`src/rtl/pdm_pkg.sv`:
```
package pdm_pkg;
  localparam int N_CH = 2;
  localparam int MIN_HALF = 2;

  typedef struct packed {
    logic adc_on;
    logic mic_pdn;
  } ch_pwr_t;

  typedef enum logic {
    EDGE_RISE = 1'b0,
    EDGE_FALL = 1'b1
  } cap_edge_e;
endpackage

```
`src/rtl/pdm_pwr_decode.sv`:
```
module pdm_pwr_decode
  import pdm_pkg::*;
(
  input  ch_pwr_t [N_CH-1:0] pwr,
  output logic               enable
);
  logic [N_CH-1:0] ch_on;

  for (genvar g = 0; g < N_CH; g++) begin : g_ch
    assign ch_on[g] = pwr[g].adc_on & ~pwr[g].mic_pdn;
  end

  assign enable = |ch_on;
endmodule

```
`src/rtl/pdm_clkgen.sv`:
```
module pdm_clkgen
  import pdm_pkg::*;
#(
  parameter int DIV_W = 8
) (
  input  logic             clk,
  input  logic             rst_n,
  input  logic             enable,
  input  logic [DIV_W-1:0] half_period,
  output logic             mic_clk,
  output logic             rise_now,
  output logic             fall_now
);
  localparam logic [DIV_W-1:0] MIN_H = DIV_W'(MIN_HALF);

  logic [DIV_W-1:0] cnt;
  logic [DIV_W-1:0] lim;
  logic             run;
  logic             wrap;

  assign lim      = (half_period < MIN_H) ? MIN_H : half_period;
  assign run      = enable | mic_clk;
  assign wrap     = run && (cnt >= lim - DIV_W'(1));
  assign rise_now = wrap && !mic_clk && enable;
  assign fall_now = wrap && mic_clk && enable;

  always_ff @(posedge clk) begin
    if (!rst_n) begin
      cnt     <= '0;
      mic_clk <= 1'b0;
    end else if (!run) begin
      cnt <= '0;
    end else if (wrap) begin
      cnt     <= '0;
      mic_clk <= ~mic_clk;
    end else begin
      cnt <= cnt + DIV_W'(1);
    end
  end

  // parked clock stays low while disabled
  a_r6_park_low: assert property (@(posedge clk) disable iff (!rst_n)
    (!enable && !mic_clk) |=> !mic_clk);
  // a high phase never ends one cycle after it starts
  a_r7_no_runt: assert property (@(posedge clk) disable iff (!rst_n)
    $rose(mic_clk) |=> mic_clk);
endmodule

```
`src/rtl/pdm_capture.sv`:
```
module pdm_capture
  import pdm_pkg::*;
#(
  parameter cap_edge_e EDGE = EDGE_RISE
) (
  input  logic clk,
  input  logic rst_n,
  input  logic take,
  input  logic sd,
  output logic bit_q,
  output logic valid_q
);
  always_ff @(posedge clk) begin
    if (!rst_n) begin
      bit_q   <= 1'b0;
      valid_q <= 1'b0;
    end else begin
      valid_q <= take;
      if (take) bit_q <= sd;
    end
  end

  // each strobe lasts a single cycle
  a_r3_single_strobe: assert property (@(posedge clk) disable iff (!rst_n)
    valid_q |=> !valid_q);
endmodule

```
`src/rtl/pdm_mic_rx.sv`:
```
module pdm_mic_rx
  import pdm_pkg::*;
#(
  parameter int DIV_W = 8
) (
  input  logic             clk,
  input  logic             rst_n,
  input  logic [DIV_W-1:0] half_period,
  input  logic             adc_on_a,
  input  logic             mic_pdn_a,
  input  logic             adc_on_b,
  input  logic             mic_pdn_b,
  input  logic             mic_sd,
  output logic             mic_clk,
  output logic             left_bit,
  output logic             left_valid,
  output logic             right_bit,
  output logic             right_valid
);
  ch_pwr_t [N_CH-1:0] pwr;
  logic               enable;
  logic               rise_now;
  logic               fall_now;
  logic [N_CH-1:0]    take;
  logic [N_CH-1:0]    bits;
  logic [N_CH-1:0]    vals;

  assign pwr[0] = '{adc_on: adc_on_a, mic_pdn: mic_pdn_a};
  assign pwr[1] = '{adc_on: adc_on_b, mic_pdn: mic_pdn_b};

  pdm_pwr_decode u_dec (
    .pwr    (pwr),
    .enable (enable)
  );

  pdm_clkgen #(.DIV_W(DIV_W)) u_clk (
    .clk         (clk),
    .rst_n       (rst_n),
    .enable      (enable),
    .half_period (half_period),
    .mic_clk     (mic_clk),
    .rise_now    (rise_now),
    .fall_now    (fall_now)
  );

  assign take[0] = rise_now;
  assign take[1] = fall_now;

  for (genvar g = 0; g < N_CH; g++) begin : g_cap
    pdm_capture #(.EDGE(g == 0 ? EDGE_RISE : EDGE_FALL)) u_cap (
      .clk     (clk),
      .rst_n   (rst_n),
      .take    (take[g]),
      .sd      (mic_sd),
      .bit_q   (bits[g]),
      .valid_q (vals[g])
    );
  end

  assign left_bit    = bits[0];
  assign left_valid  = vals[0];
  assign right_bit   = bits[1];
  assign right_valid = vals[1];

  a_r3_left_on_rise: assert property (@(posedge clk) disable iff (!rst_n)
    left_valid |-> (mic_clk && !$past(mic_clk)));
  a_r4_right_on_fall: assert property (@(posedge clk) disable iff (!rst_n)
    right_valid |-> (!mic_clk && $past(mic_clk)));
  a_r5_exclusive: assert property (@(posedge clk) disable iff (!rst_n)
    !(left_valid && right_valid));
  a_r5_quiet_off: assert property (@(posedge clk) disable iff (!rst_n)
    !enable |=> (!left_valid && !right_valid));
endmodule

```
`config.mk`:
```
export PLATFORM = sky130hd
export DESIGN_NAME = pdm_mic_rx
export DESIGN_NICKNAME = d
export VERILOG_FILES = /design/src/rtl/pdm_pkg.sv /design/src/rtl/pdm_pwr_decode.sv /design/src/rtl/pdm_clkgen.sv /design/src/rtl/pdm_capture.sv /design/src/rtl/pdm_mic_rx.sv
export SDC_FILE = /design/constraint.sdc
export NUM_CORES = 1
export LEC_CHECK = 0
export BUFFER_PORTS_ARGS = -buffer_cell sky130_fd_sc_hd__buf_4
export CAP_MARGIN = 20
export CORE_UTILIZATION = 55
export CTS_BUF_LIST = sky130_fd_sc_hd__clkbuf_16
export DETAILED_ROUTE_END_ITERATION = 10
export PLACE_DENSITY = 0.85
export SYNTH_ARGS = -nofsm -noshare
export SYNTH_HDL_FRONTEND = slang
export SYNTH_SLANG_ARGS = --single-unit
```
`constraint.sdc`:
```
create_clock -name clk -period 5.8 [get_ports clk]
set_input_delay 1.16 -clock clk [delete_from_list [all_inputs] [get_ports clk]]
set_output_delay 1.16 -clock clk [all_outputs]
set_load 0.005 [all_outputs]
```
==> impl_results.md <==
- Run status: finished, final reports clean
- IO Pins: 20
- Syn_area_per_cell: 8.87 um2
- Final worst clock skew: 0.000755 ns
- Standard-cell row count: 13
- Startpoint of the worst hold path: g_cap[0].u_cap.bit_q
- Transition time at the pin with the least slew margin: 0.587 ns
- Highest fanout seen on the critical path: 6
- Register-to-register path setup slack: 3.74 ns
- Worst hold slack across all endpoints: 0.464 ns
- Setup Total Neg Slack: 0 ns
- Critical path's largest stage delay: 0.54 ns
- CTS-repair resized insts: 0
- Unrepaired setup endpoints after global routing: no
- CP Depth: 14
- Die height: 40.3 um
- Remaining max-slew budget at the tightest pin: 60.5%
- Initial antenna violation count: 0
- DP HPWL: 1350 um
- Type of the tightest min-delay check: reg -> reg
- Layout Area Growth over Synthesis: 29.8%
- First-pass GRT wire length: 2540 um
- Number of clock sinks seen by CTS: 13
- H-tree level count: 1
- Number of warnings issued by yosys: 0
- Drt pass-1 iters: 4
- Leakage power summed over all cells: 0.000466 uW
- Power per unit of standard cell area: 238 mW/mm2
- CP arrival: 4.07 ns
- Number of global-route vias before repair: 653
- Source of the worst register-to-register timing path: u_clk.cnt[0]
- Syn nets: 116
- Root buffer cell: sky130_fd_sc_hd__clkbuf_16
- Floorplan Core Area: 0.00133 mm2
- Post-route DRC: 0
- Final weighted congestion of routability-driven global placement: 0.758
- Endpoint of the most critical register-to-register path: g_cap[0].u_cap.bit_q
- Post-synthesis cell area: 807 um2
- Aggregate routed wire length: 1730 um
- TritonCTS clock tree: done
- Number of distinct library cell variants in the gate-level netlist after synthesis: 28
- Total of buffers placed on input and output ports: 19
- Hold buffer count at cts: 0
- Die area: 0.00162 mm2
- Type of the worst setup path: in -> reg
- Count of endpoints failing hold in the final timing report: 0
- Worst ir drop on vdd: 249 uV
- Proportion of layout cells with a drive suffix above 1: 23.7%
- DR WL/cell: 13.4 um
- Final clock period utilization by the worst path: 68.1%
- Final period demand of the worst path: 3.95 ns
- Required time of the critical path: 5.93 ns
- Worst Reg2Reg Path Length in Cells: 7
- Total non-filler cell area in the finished layout: 0.00105 mm2
- Count of max-cap constraint violations: 0
- Fraction of the core area covered by cells at the end of the flow: 78.5%
- Instance count of the mapped netlist: 91
- Max Buffers Root-to-Sink: 2
- Critical path, cell by cell: buf_4, nor4_1, nand2_1, o21ai_0, ha_1, nand2_1, nor3_1, xnor2_1, ha_1, nand4_1, a21oi_2, a21oi_4, or3b_4, mux2i_1
- DRT antenna net count: 0
- Clk_lat worst skew: 0.24 ns
- Buffers inserted by post-CTS timing repair: 0
- Count of buffer and inverter cells on the critical path: 1
- Post-detailed-placement cell area: 968 um2
- First-iteration detailed-routing DRC count: 16
- Number of register bits inferred by synthesis: 13
- Final setup violating endpoints: 0
- Commonest non-fill, non-tap cells in the layout: 19 x sky130_fd_sc_hd__buf_4, 13 x sky130_fd_sc_hd__dfxtp_1, 12 x sky130_fd_sc_hd__nor2_1
- Final worst slack: 1.85 ns
- Number of stages on the worst hold path: 2
- Starting density of the core: 60.5%
- CP Capture Type: register
- Die width: 40.3 um
- Setup crit start kind: primary input
- Post-DR vias/cell: 5.67
- Worst hold endpoint: g_cap[0].u_cap.bit_q
- Grt ovf: 0
- Worst setup timing slack at the placement stage: 1.64 ns
- Total via count in the routed design: 731
- Max-slew violations: 0
- Share of the yosys chip area belonging to registers: 32.2%
- FMAX: 253 MHz
- Clk pin slew, worst setup/hold paths: 0.04 ns
- Largest net degree at the start of global routing: 9
- Top delay family on crit path: simple AND/OR/NAND/NOR gates
- Antenna diode count: 0
- Global Route Usage Sum: 24.4%
- Slowest cell on the critical path: sky130_fd_sc_hd__nor4_1
- Nets: 140
- Clock buffer count from CTS: 3
- Leading cell type in the layout, fill and taps excluded: sky130_fd_sc_hd__buf_4
[synth_stat cells]
master | number | area [um2]
sky130_fd_sc_hd__o211ai_1 | 1 | 7.51
sky130_fd_sc_hd__o211ai_4 | 1 | 21.3
sky130_fd_sc_hd__or3_1 | 1 | 6.26
sky130_fd_sc_hd__a2111o_1 | 1 | 11.3
sky130_fd_sc_hd__or3b_4 | 1 | 11.3
sky130_fd_sc_hd__nand2_1 | 7 | 26.3
sky130_fd_sc_hd__xor2_1 | 6 | 52.6
sky130_fd_sc_hd__o31ai_1 | 1 | 7.51
sky130_fd_sc_hd__o41ai_1 | 1 | 8.76
sky130_fd_sc_hd__nand4_1 | 1 | 6.26
sky130_fd_sc_hd__and3_1 | 2 | 12.5
sky130_fd_sc_hd__o21ai_1 | 1 | 5.00
sky130_fd_sc_hd__mux2i_1 | 1 | 10.0
sky130_fd_sc_hd__inv_1 | 6 | 22.5
sky130_fd_sc_hd__a21oi_4 | 1 | 16.3
sky130_fd_sc_hd__nand2b_4 | 1 | 13.8
sky130_fd_sc_hd__nor2_1 | 12 | 45.0
sky130_fd_sc_hd__xnor2_1 | 4 | 35.0
sky130_fd_sc_hd__a21oi_2 | 1 | 8.76
sky130_fd_sc_hd__or2_1 | 1 | 6.26
sky130_fd_sc_hd__nor3_1 | 2 | 10.0
sky130_fd_sc_hd__o21ai_0 | 2 | 10.0
sky130_fd_sc_hd__dfxtp_1 | 13 | 260
sky130_fd_sc_hd__a21oi_1 | 5 | 25.0
sky130_fd_sc_hd__o22ai_1 | 1 | 6.26
sky130_fd_sc_hd__ha_1 | 10 | 125
sky130_fd_sc_hd__nor4_1 | 1 | 6.26
sky130_fd_sc_hd__nand3_1 | 6 | 30.0
[report_power, final]
part,switching (uW),internal [uW],leakage [uW]
clock,36.4,90.8,0.0000423
combinational,14.3,15.4,0.000319
sequential,1.48,90.5,0.000105
[routing by layer]
| metal | share of wire (%) | routed length, um | GRT usage (%) | up-vias |
|---|---|---|---|---|
| li1 | - | - | - | 364 |
| met1 | 45 | 782 | 29.4 | 340 |
| met2 | 48 | 833 | 40.7 | 23 |
| met3 | 5.2 | 89 | 6.67 | 4 |
| met4 | 1.3 | 22 | 10.0 | 0 |
| met5 | 0 | 0 | 0 | - |
[final cells by class]
type                            count  area (um2)
Clock buffer                        3        75.1
Clock inverter                      1        3.75
Fill cell                          87         287
Inverter                            6        22.5
Multi-Input combinational cell     72         524
Sequential cell                    13         260
Tap cell                           15        18.8
Timing Repair Buffer               19         143
[cell families after synthesis]
family / after synthesis / synth area share (%)
XOR/XNOR: 10 / 10.9
buffers and inverters: 6 / 2.79
adder cells (fa/ha/maj): 10 / 15.5
AO/OA/AOI/OAI: 16 / 15.8
flip-flops: 13 / 32.2
multiplexers: 1 / 1.24
AND/OR/NAND/NOR: 35 / 21.6
[state kept, by name, summed over array words and instances, names as in the netlist]
register             cells
u_clk.cnt                8
g_cap.u_cap.bit_q        2
g_cap.u_cap.valid_q      2
u_clk.mic_clk            1
[worst max-delay path by stage]
| stage | startpoint | endpoint | slack (ns) |
|---|---|---|---|
| 6_report | half_period[6] | g_cap[0].u_cap.bit_q | 1.85 |
| 5_1_grt | half_period[6] | g_cap[0].u_cap.bit_q | 1.67 |
| 4_1_cts | half_period[6] | g_cap[0].u_cap.bit_q | 1.87 |
| 3_5_place_dp | half_period[6] | g_cap[0].u_cap.bit_q | 1.64 |
| 3_3_place_gp | half_period[6] | g_cap[0].u_cap.bit_q | 1.78 |
| 2_1_floorplan | half_period[6] | g_cap[0].u_cap.bit_q | 2.09 |
[per-stage QoR]
stage / std cells / power, uW
after floorplan: 91 / 110
after global placement: 125 / 121
after detailed placement: 125 / 123
after CTS: 129 / 249
after global routing: 129 / 259
final: 129 / 249
[worst reg2reg max path, cell delays in order, from the launching register on]
cell	delay (ns)
sky130_fd_sc_hd__dfxtp_1	0.44
sky130_fd_sc_hd__inv_1	0.08
sky130_fd_sc_hd__ha_1	0.29
sky130_fd_sc_hd__nand2b_4	0.14
sky130_fd_sc_hd__a2111o_1	0.44
sky130_fd_sc_hd__a21oi_4	0.24
sky130_fd_sc_hd__or3b_4	0.20
sky130_fd_sc_hd__mux2i_1	0.17
No activity file was read; power rests on OpenSTA's default activity.
